File: config.mk
export PLATFORM = sky130hd
export DESIGN_NAME = tg_flash_backend
export DESIGN_NICKNAME = d
export VERILOG_FILES = /design/src/rtl/tg_flash_pkg.sv /design/src/rtl/tg_pipe_reg.sv /design/src/rtl/tg_bubble_or.sv /design/src/rtl/tg_gray_enc.sv /design/src/rtl/tg_flash_backend.sv
export SDC_FILE = /design/constraint.sdc
export NUM_CORES = 1
export LEC_CHECK = 0
export BUFFER_PORTS_ARGS = -buffer_cell sky130_fd_sc_hd__clkbuf_2
export CORE_UTILIZATION = 40
export DETAILED_ROUTE_END_ITERATION = 16
export PLACE_DENSITY = 0.6
export SYNTH_ARGS = -nofsm -noshare
export SYNTH_HDL_FRONTEND = slang
export SYNTH_SLANG_ARGS = --single-unit
export TNS_END_PERCENT = 50
File: constraint.sdc
create_clock -name clk -period 4.9 [get_ports clk]
set_input_delay 0.245 -clock clk [delete_from_list [all_inputs] [get_ports clk]]
set_output_delay 0.245 -clock clk [all_outputs]
set_load 0.05 [all_outputs]
File: src/rtl/tg_flash_pkg.sv
package tg_flash_pkg;

   // Reflected Gray code of an unsigned value
   function automatic logic [31:0] tg_bin2gray(input logic [31:0] b);
      return b ^ (b >> 1);
   endfunction

endpackage

File: src/rtl/tg_pipe_reg.sv
module tg_pipe_reg #(
   parameter int W = 4
) (
   input  logic         clk,
   input  logic         rst,
   input  logic [W-1:0] d,
   output logic [W-1:0] q
);

   always_ff @(posedge clk) begin
      if (rst) q <= '0;
      else     q <= d;
   end

endmodule

File: src/rtl/tg_bubble_or.sv
module tg_bubble_or #(
   parameter int W = 15
) (
   input  logic [W-1:0] therm_i,
   output logic [W-1:0] clean_o
);

   genvar gi;
   generate
      for (gi = 0; gi < W - 1; gi++) begin : g_or
         assign clean_o[gi] = therm_i[gi] | therm_i[gi+1];
      end
   endgenerate
   assign clean_o[W-1] = therm_i[W-1];

   // a word of the form 0..01..1 must leave the network untouched
   logic [W-1:0] therm_inc;
   assign therm_inc = therm_i + 1'b1;

   always_comb begin
      if ((therm_i & therm_inc) == '0)
         p_clean_kept_r2: assert (clean_o == therm_i)
            else $error("clean thermometer word altered by bubble network");
   end

endmodule

File: src/rtl/tg_gray_enc.sv
module tg_gray_enc
   import tg_flash_pkg::*;
#(
   parameter int W     = 15,
   parameter int OUT_W = 4
) (
   input  logic [W-1:0]     clean_i,
   output logic [OUT_W-1:0] gray_o
);

   logic [OUT_W-1:0] level;

   always_comb begin
      level = '0;
      for (int i = 0; i < W; i++)
         level = level + OUT_W'(clean_i[i]);
   end

   assign gray_o = OUT_W'(tg_bin2gray(32'(level)));

   // parity of a Gray code word equals the LSB of the value it encodes
   always_comb begin
      p_gray_parity_r3: assert ((^gray_o) == level[0])
         else $error("gray parity does not match level LSB");
   end

endmodule

File: src/rtl/tg_flash_backend.sv
module tg_flash_backend #(
   parameter int THERM_W      = 15,
   parameter int EXTRA_STAGES = 0,
   localparam int OUT_W       = $clog2(THERM_W + 1)
) (
   input  logic               clk,
   input  logic               rst,
   input  logic [THERM_W-1:0] therm_i,
   output logic [OUT_W-1:0]   gray_o
);

   generate
      if (THERM_W < 3) begin : g_chk_w
         $error("THERM_W must be at least 3");
      end
      if (((THERM_W + 1) & THERM_W) != 0) begin : g_chk_pow
         $error("THERM_W + 1 must be a power of two");
      end
      if (EXTRA_STAGES < 0) begin : g_chk_dly
         $error("EXTRA_STAGES must not be negative");
      end
   endgenerate

   logic [THERM_W-1:0] therm_q;
   logic [THERM_W-1:0] clean;
   logic [OUT_W-1:0]   gray_d;
   logic [OUT_W-1:0]   gray_q;

   tg_pipe_reg #(.W(THERM_W)) u_cap (
      .clk(clk), .rst(rst), .d(therm_i), .q(therm_q)
   );

   tg_bubble_or #(.W(THERM_W)) u_or (
      .therm_i(therm_q), .clean_o(clean)
   );

   tg_gray_enc #(.W(THERM_W), .OUT_W(OUT_W)) u_enc (
      .clean_i(clean), .gray_o(gray_d)
   );

   tg_pipe_reg #(.W(OUT_W)) u_out (
      .clk(clk), .rst(rst), .d(gray_d), .q(gray_q)
   );

   // optional delay-matching registers behind the encode stage
   logic [OUT_W-1:0] dly [0:EXTRA_STAGES];
   assign dly[0] = gray_q;

   genvar gi;
   generate
      for (gi = 0; gi < EXTRA_STAGES; gi++) begin : g_dly
         tg_pipe_reg #(.W(OUT_W)) u_dly (
            .clk(clk), .rst(rst), .d(dly[gi]), .q(dly[gi+1])
         );
      end
   endgenerate

   assign gray_o = dly[EXTRA_STAGES];

   p_reset_clears_r5: assert property (@(posedge clk)
      rst |=> (gray_o == '0))
      else $error("output not cleared by reset");

   p_enc_stage_r4: assert property (@(posedge clk) disable iff (rst)
      $stable(therm_q) |=> $stable(gray_q))
      else $error("encode register changed without a change in captured input");

endmodule

==> After elaboration in Yosys (flattened, before gate mapping) <==
Index checks and enable logic that the tools add are counted.
{ "totals": {"regBits": 19, "output_inout_bits": 4, "wordCells": 31} }
{ "classes": {"add_sub_neg": 14, "bitwise_logic": 15} }
{ "op_table": {"columns": ["op", "n"], "rows": [
  ["adder 4 x 1 -> 4 bit", 13],
  ["bitwise OR 1 bit", 14],
  ["XOR 4 x 3 -> 4 bit", 1],
  ["adder 1 x 1 -> 2 bit", 1]
]} }

==> Depth between registers and ports, before layout <==
Gate-level depths: netlist of run 1.
{ "logic_depth": {"ltp_word": 16, "depth_mapped": 14} }

==> By module <==
From an unflattened synthesis of run 1, not the netlist that was laid out.
{ "unflattened": {"cells_unflattened": 95, "hier_area_um2": 1008.5} }
{ "by_module_without_submodules": {"columns": ["mod", "n_inst", "cells_per_inst", "area_each_um2"], "rows": [
  ["tg_pipe_reg (u_cap)", 1, 31, 432.9],
  ["tg_gray_enc", 1, 41, 375.4],
  ["tg_pipe_reg (u_out)", 1, 8, 105.1],
  ["tg_bubble_or", 1, 15, 95.1]
]} }

==> Least setup slack after synthesis of run 1 <==
OpenSTA, ideal clock, no wires.
{ "synth_path": {"path_type": "reg2reg", "startpoint": "reg u_cap.q[1]", "endpoint": "reg u_out.q[2]", "arrival_time_ps": 4162, "required_time_ps": 4830, "setup_slack_ps": 668, "path_stages_with_launch": 15, "path_buffers": 0, "synth_period_minus_slack_ps": 4232, "cell_sequence": "dfxtp_1 or2_2 ha_1 fa_1 fa_1 fa_1 inv_1 fa_1 inv_1 ha_1 inv_1 fa_1 xor3_1 or3_1 a21oi_1"} }
{ "synth_via": {"elab_chain_len": 16, "elab_cells_between_ends": 17} }
{ "synth_rtl": {"columns": ["element", "line_no", "rtl"], "rows": [
  ["start: declaration", "tg_pipe_reg.sv:7", "output logic [W-1:0] q"],
  ["start signal: assignment", "tg_pipe_reg.sv:11", "if (rst) q <= '0;"],
  ["start signal: assignment", "tg_pipe_reg.sv:12", "else q <= d;"],
  ["bitwise OR 1 bit", "tg_bubble_or.sv:11", "assign clean_o[gi] = therm_i[gi] | therm_i[gi+1];"],
  ["adder 1 x 1 -> 2 bit *", "tg_gray_enc.sv:16", "level = level + OUT_W'(clean_i[i]);"],
  ["adder 4 x 1 -> 4 bit * (13 in a row)", "tg_gray_enc.sv:16", null],
  ["XOR 4 x 3 -> 4 bit *", "tg_flash_pkg.sv:5", "return b ^ (b >> 1);"],
  ["end signal: assignment", "tg_pipe_reg.sv:11", null],
  ["end signal: assignment", "tg_pipe_reg.sv:12", null],
  ["end: declaration", "tg_pipe_reg.sv:7", null]
]} }
Mark *: on every way between the ends. The rest lies on a longest branch, timed or not.
A chain may end at the register's enable or synchronous reset.

==> Final worst setup path of run 1 <==
Ends and elaborated chain as after synthesis.

==> results of run 1 <==
[power groups by stage]
stage          Combinational [mW]  Clock (mW)  Sequential (mW)
3_3_place_gp                0.375           0            0.185
3_5_place_dp                0.389           0            0.186
4_1_cts                     0.390      0.0831            0.182
5_1_grt                     0.450      0.0937            0.184
6_report                    0.384      0.0779            0.182
2_1_floorplan               0.285           0            0.228
[cells by family after synthesis]
kind of cell | count (synthesis)
AND/OR/NAND/NOR | 35
flip-flops | 19
adder cells (fa/ha/maj) | 15
buffers and inverters | 10
AO/OA/AOI/OAI | 4
XOR/XNOR | 4
[synth_stat cells (all sizes together)]
master | number | area share, %
nor2 | 4 | 1.6
and3 | 1 | 0.78
xnor2 | 1 | 0.91
or3 | 2 | 1.3
nor2b | 15 | 9.8
ha | 6 | 7.8
a21oi | 1 | 0.52
and3b | 1 | 0.91
clkbuf | 1 | 0.52
xor2 | 2 | 1.8
dfxtp | 19 | 40
a21o | 1 | 0.91
inv | 9 | 3.5
o21ai | 2 | 1.0
or2 | 12 | 7.8
fa | 9 | 19
xor3 | 1 | 2.5
[layout by cell type (no fill, tap or decap), drive strengths merged, types with 2 or more instances in the layout]
cell type | Yosys | layout
or3 | 2 | 2
dfxtp | 19 | 19
xor2 | 2 | 2
clkbuf | 1 | 23
ha | 6 | 6
inv | 9 | 9
or2 | 12 | 12
fa | 9 | 9
o21ai | 2 | 2
nor2 | 4 | 4
nor2b | 15 | 15
[worst register-to-register path: cells and delay by family (launching register included)]
family | cells | cell delay (ns)
AO/OA/AOI/OAI | 1 | 0.14
XOR/XNOR | 1 | 0.20
adder cells (fa/ha/maj) | 7 | 2.89
buffers and inverters | 3 | 0.17
flip-flops | 1 | 0.32
AND/OR/NAND/NOR | 2 | 0.60
[path summary, 6_finish.rpt]
check	endpoint	slack (ns)	start
setup / recovery	u_out.q[2]	0.53	u_cap.q[1]
hold reg to reg	u_out.q[0]	0.73	u_cap.q[3]
setup reg to reg	u_out.q[2]	0.53	u_cap.q[1]
hold / removal	u_cap.q[9]	0.15	therm_i[9]
[state kept, by name (all words and copies together), names as in the netlist]
| register | flops |
|---|---|
| u_cap.q | 15 |
| u_out.q | 4 |
[metal layers]
layer	part of all wire [%]	vias up	global-route usage (%)	wire length (µm)
met3	5.0	2	3.57	64
met4	1.1	0	6.94	14
met2	47	19	17.1	607
met5	0	-	0	0
met1	46	276	18.3	597
li1	-	315	-	-
[layout make-up]
type	count	area share [%]
Sequential cell	19	34.0
Timing Repair Buffer	20	8.95
Clock inverter	1	0.447
Tap cell	28	3.13
Multi-Input combinational cell	58	48.4
Clock buffer	3	2.01
Inverter	9	3.02
[per-stage QoR]
| step | utilization [%] | instances | setup slack, ns |
|---|---|---|---|
| 3_5_place_dp | 48.9 | 134 | 0.523 |
| 4_1_cts | 50.1 | 138 | 0.489 |
| 6_report | 50.1 | 138 | 0.528 |
| 5_1_grt | 50.1 | 138 | 0.297 |
| 2_1_floorplan | - | 87 | 0.668 |
| 3_3_place_gp | 48.9 | 134 | 0.572 |
==> summary.md, run 1 <==
| Metric | Value |
|---|---|
| WP buf/inv | 3 |
| Area occupied by multi-input gates | around 540 µm² |
| Initial drt markers | 5 |
| CP Depth | 14 |
| Hold_ws | ~0.15 ns |
| Post-Synth Adder-Cell Area | 26.6% |
| Seq/Total Area, Yosys | between 30% and 40% |
| Syn_nets | between 100 and 150 |
| CTS buffer count | 3 |
| Final Skew | around 0.0015 ns |
| RSZ-0062 raised after global routing | no |
| Yosys Warn Count | 0 |
| Die area | about 2600 µm² |
| Port buffer count | 20 |
| Mux cell area share after synthesis | 0% |
| Fmax | between 200 and 250 MHz |
| Setup Buffers After CTS | 0 |
| CTS root buf | clkbuf_4 |
| Std cell rows | 17 |
| Final Max Tran Viols | 0 |
| First-pass GRT wire length | 2.37 mm |
| Kind of critical path | reg2reg |
| Post-DP HPWL | between 1 and 1.5 mm |
| Largest family of logic cells by synthesized area | adder cells |
| I/O pin count | 21 |
| Fin crit share | 89.2% |
| WP data required | about 5.1 ns |
| Die Y | 51.0 µm |
| Max Cap Violations | 0 |
| Pwr/cell area | about 580 nW/µm² |
| Final setup violation count | 0 |
| Setup TNS | 0 ns |
| Finished Cell Area | 1120 µm² |
| Combinational share of power | roughly 60% |
| Compound-Gate Fraction of Synth Area | 2.47% |
| Sequential power share | between 20 and 30% |
| XOR/XNOR Fraction of Synth Area | under 10% |
| Setup crit end kind | register |
| Simple-Gate Fraction of Synth Area | ~22% |
| Share of cells above drive strength 1 | 34.5% |
| Starting Density | a little over two fifths |
| Ant. Diodes | 0 |
| Total power | 644 µW |
| Hold WC Path Type | in2reg |
| Final RePlAce weighted congestion | 0.753 |
| H-Tree Depth | 1 |
| Outcome | finished, final reports clean |
| Clk pwr share | roughly 12% |
| Sw power | around 250 µW |
| Core footprint | approximately 2200 µm² |
| CP delay by family, top | adder cells |
| Hold Buf Count CTS | 0 |
| Initial antenna violation count | 0 |
| # resized after CTS | 0 |
| Min Tclk post-route | about 4.4 ns |
| Worst-margin pin slew | 0.350 ns |
| Worst-case reg-to-reg path depth | 14 |
| Total number of vias | 612 |
| Avg Inst Size Synth | around 11 µm² |
| Worst-path cell chain | or2_2 -> ha_1 -> fa_1 -> fa_1 -> fa_1 -> inv_1 -> fa_1 -> inv_1 -> ha_1 -> inv_1 -> fa_1 -> xor3_1 -> or3_1 -> a21oi_1 |
| Vias in the first global route | roughly 550 |
| Slew HR | about three quarters |
| Die X | 51.0 µm |
| Delay of the slowest cell on the worst path | 0.54 ns |
| 1st-pass router iterations | 4 |
| Data arrival, critical path | about 4.6 ns |
| Crit-path slowest cell | fa_1 |
| CTS tree | built |
| Post-route DRC | 0 |
| FF/Latch Area | roughly 380 µm² |
| CP Launch Type | register |
| Pin count of the biggest net entering global routing | 20 |
| Sw Share | a little under 40% |
| Clock Tree Buf Depth | 2 |
| Yosys cell types | 17 |
| Synthesis-to-layout area growth | 16.4% |
| Power Internal | slightly below 400 µW |
| Synth Cell Area | between 900 and 1000 µm² |
| Hold Path Stages | 2 |
| Post-route ant nets | 0 |
| GRT overflow | 0 |
| GRT Overall Usage | roughly an eighth |
| FILL cells | about 230 |
| Total Wirelength | between 1 and 1.5 mm |
| Placed Area | between 1000 and 1500 µm² |
| Clk sink count | 19 |
| Layout net count | 143 |
| Cells after Synth | just under 90 |
| Crit-path most repeated cell | fa_1 |
| Worst-skew pair later-pin latency | ~0.29 ns |
| Crit Path Max Fanout | 2 |
| Clock edge transition at the registers on the reported setup and hold paths | between 0.1 and 0.15 ns |
| Routed vias/inst | about 4.4 |
| Seq cells post-synth | 19 |
| Routed len/inst | slightly above 9 µm |
| Leakage Power | between 0.5 and 0.6 nW |
| Final Hold Fails | 0 |
| VDD IR-drop max | between 400 and 500 µV |
(Power assumes the default switching activity.)
==> run 2, diff against run 1 <==
CORE_UTILIZATION = 46   (was 40)
MAX_ROUTING_LAYER = met4   (was unset)
PLACE_DENSITY = 0.67   (was 0.6)
SLEW_MARGIN = 10   (was unset)
==> run 2 against run 1 <==
The flow now finishes with violations (DRC). Combinational power is 1% higher. Global-route usage increased by 3.0 points. Clock skew up 0.0038 ns. Non-clock buffer count stayed put. Core utilization is 6.8 points higher. Critical endpoint unchanged.
==> summary.md, run 2 (synthesis gave the netlist of run 1 again) <==
| Metric | Value |
|---|---|
| Die X | 47.7 µm (-6.5%) |
| Max Cap Violations | 0 (unchanged) |
| RSZ-0062 raised after global routing | no |
| Hold Path Stages | 2 (unchanged) |
| # resized after CTS | 0 (unchanged) |
| Port buffer count | 20 (unchanged) |
| Share of cells above drive strength 1 | 33.6% (-0.91 points) |
| Outcome | finished with violations |
| Worst-case reg-to-reg path depth | 14 (unchanged) |
| Final RePlAce weighted congestion | 0.752 (-0.20%) |
| CP Launch Type | register |
| Routed len/inst | 9.88 µm (+6.2%) |
| Fmax | 229 MHz (about the same) |
| Hold path endpoint | u_cap.q[7] |
| CTS buffer count | 3 (unchanged) |
| Data arrival, critical path | 4.60 ns (about the same) |
| Std cell rows | 16 (-1) |
| Sw Share | 39.2% (about the same) |
| Reg2Reg Setup Slack | 0.53 ns (about the same) |
| Vias in the first global route | 512 (-6.2%) |
| CP delay by family, top | adder cells |
| Post-DP HPWL | 1.13 mm (+5.6%) |
| Final Skew | 0.00530 ns (+0.00378 ns) |
| Regs by FF count | u_cap.q: 15 flops, u_out.q: 4 flops |
| Kind of critical path | reg2reg |
| Total number of vias | 604 (-1.3%) |
| Initial antenna violation count | 0 (unchanged) |
| Slew HR | 76.3% (-0.39 points) |
| Final WS setup | 0.532 ns (+0.00374 ns) |
| Combinational share of power | 59.8% (about the same) |
| Total Wirelength | 1.35 mm (+5.5%) |
| Clock edge transition at the registers on the reported setup and hold paths | 0.10 ns (about the same) |
| Leading cell types in the layout, fill and taps excluded | clkbuf_2, dfxtp_1, nor2b_1, or2_2 |
| Core footprint | 1960 µm² (-12%) |
| Startpoint of the worst hold path | therm_i[7] |
| First-pass GRT wire length | 2.19 mm (-7.8%) |
| Final Max Tran Viols | 0 (unchanged) |
| Setup WS pre-CTS | 0.521 ns (-0.00200 ns) |
| WP data required | 5.13 ns (about the same) |
| Hold WC Path Type | in2reg |
| Pwr/cell area | 582 nW/µm² (+1.1%) |
| Die Y | 47.7 µm (-6.5%) |
| Largest register FFs | 15 (unchanged) |
| H-Tree Depth | 1 (unchanged) |
| Worst-skew pair later-pin latency | 0.30 ns (about the same) |
| Die area | 2280 µm² (-13%) |
| Layout net count | 143 (unchanged) |
| FILL cells | 191 (-17%) |
| VDD IR-drop max | 355 µV (-12%) |
| Min Tclk post-route | 4.37 ns (-0.00374 ns) |
| Worst r2r src | u_cap.q[1] |
| Worst-margin pin slew | 0.356 ns (+0.00588 ns) |
| I/O pin count | 21 (unchanged) |
| Leakage Power | 0.559 nW (-0.49%) |
| Pin count of the biggest net entering global routing | 20 (unchanged) |
| Routed vias/inst | 4.41 (-0.59%) |
| Delay of the slowest cell on the worst path | 0.54 ns (about the same) |
| WP buf/inv | 3 (unchanged) |
| Crit-path most repeated cell | fa_1 |
| Reg2reg end | u_out.q[2] |
| Sw power | 254 µW (+0.80%) |
| Crit-path slowest cell | fa_1 |
| CTS tree | built |
| Power Internal | 395 µW (+0.91%) |
| Final setup violation count | 0 (unchanged) |
| Largest Register | u_cap.q |
| GRT overflow | 0 (unchanged) |
| Sequential power share | 28.0% (-0.2 points) |
| Fin crit share | 89.2% (about the same) |
| 1st-pass router iterations | 9 (+5) |
| Ant. Diodes | 0 (unchanged) |
| Setup crit end kind | register |
| Worst-path cell chain | or2_2 -> ha_1 -> fa_1 -> fa_1 -> fa_1 -> inv_1 -> fa_1 -> inv_1 -> ha_1 -> inv_1 -> fa_1 -> xor3_1 -> or3_1 -> a21oi_1 |
| Most common cell after layout, fill and taps aside | clkbuf_2 |
| Initial drt markers | 5 (unchanged) |
| CTS root buf | clkbuf_4 |
| Clk sink count | 19 (unchanged) |
| Setup TNS | 0 ns (unchanged) |
| Final Hold Fails | 0 (unchanged) |
| Starting Density | 49.0% (+6.0 points) |
| Hold Buf Count CTS | 0 (unchanged) |
| Crit Path Max Fanout | 2 (unchanged) |
| Synthesis-to-layout area growth | 16.1% |
| Failing checks | DRC |
| Post-route DRC | 1 (+1) |
| Post-route ant nets | 0 (unchanged) |
| Setup Buffers After CTS | 0 (unchanged) |
| Clock Tree Buf Depth | 2 (unchanged) |
| Clk pwr share | 12.2% (about the same) |
| GRT Overall Usage | 15.8% (+3.0 points) |
## run 2: cell types whose count changed in the layout (fill, tap and decap cells not counted)
| cell | change |
|---|---|
| clkinv_2 | -1 |
| clkbuf_1 | +1 |
## run 2: routing by layer
layer | vias up | wire length [µm] | GRT usage (%)
met5 | - | 0 | -
met4 | 0 | 41 | 11.7
met3 | 6 | 56 | 4.53
met2 | 16 | 633 | 22.4
met1 | 269 | 623 | 18.9
li1 | 313 | - | -
## run 2: worst register-to-register path: cells and delay by family, from the launching register on
family	cells	cell delay (ns)
compound gates	1	0.14
xor+xnor	1	0.20
fa+ha+maj	7	2.87
buf+inv	3	0.17
flops	1	0.32
simple gates	2	0.60
## run 2: worst max path at each step
stage                 endpoint  startpoint  cells past startpoint
floorplan           u_out.q[2]  u_cap.q[1]                     14
global placement    u_out.q[2]  u_cap.q[1]                     14
detailed placement  u_out.q[2]  u_cap.q[1]                     14
CTS                 u_out.q[2]  u_cap.q[1]                     14
global route        u_out.q[2]  u_cap.q[1]                     14
finish              u_out.q[2]  u_cap.q[1]                     14
## run 2: cell type report
cell class,count,area (µm²),share of cell area [%]
Clock buffer,4,26.3,2.35
Timing Repair Buffer,20,100,8.97
Tap cell,27,33.8,3.03
Sequential cell,19,380,34.1
Multi-Input combinational cell,58,542,48.5
Inverter,9,33.8,3.03
## run 2: power by group through the flow
stage	registers, mW	clock network [mW]	logic (mW)
6_report	0.182	0.0790	0.388
4_1_cts	0.182	0.0823	0.397
2_1_floorplan	0.228	0	0.285
3_5_place_dp	0.186	0	0.397
5_1_grt	0.185	0.0902	0.449
3_3_place_gp	0.186	0	0.378
## run 2: per-stage QoR
stage          power, mW  cells  hold WS (ns)  utilization (%)  area, µm²
4_1_cts            0.662    137         0.137             56.9       1120
3_3_place_gp       0.564    133         0.452             55.5       1090
5_1_grt            0.724    137         0.135             56.9       1120
2_1_floorplan      0.513     87         0.317                -        961
6_report           0.649    137         0.143             56.9       1120
3_5_place_dp       0.583    133         0.457             55.5       1090
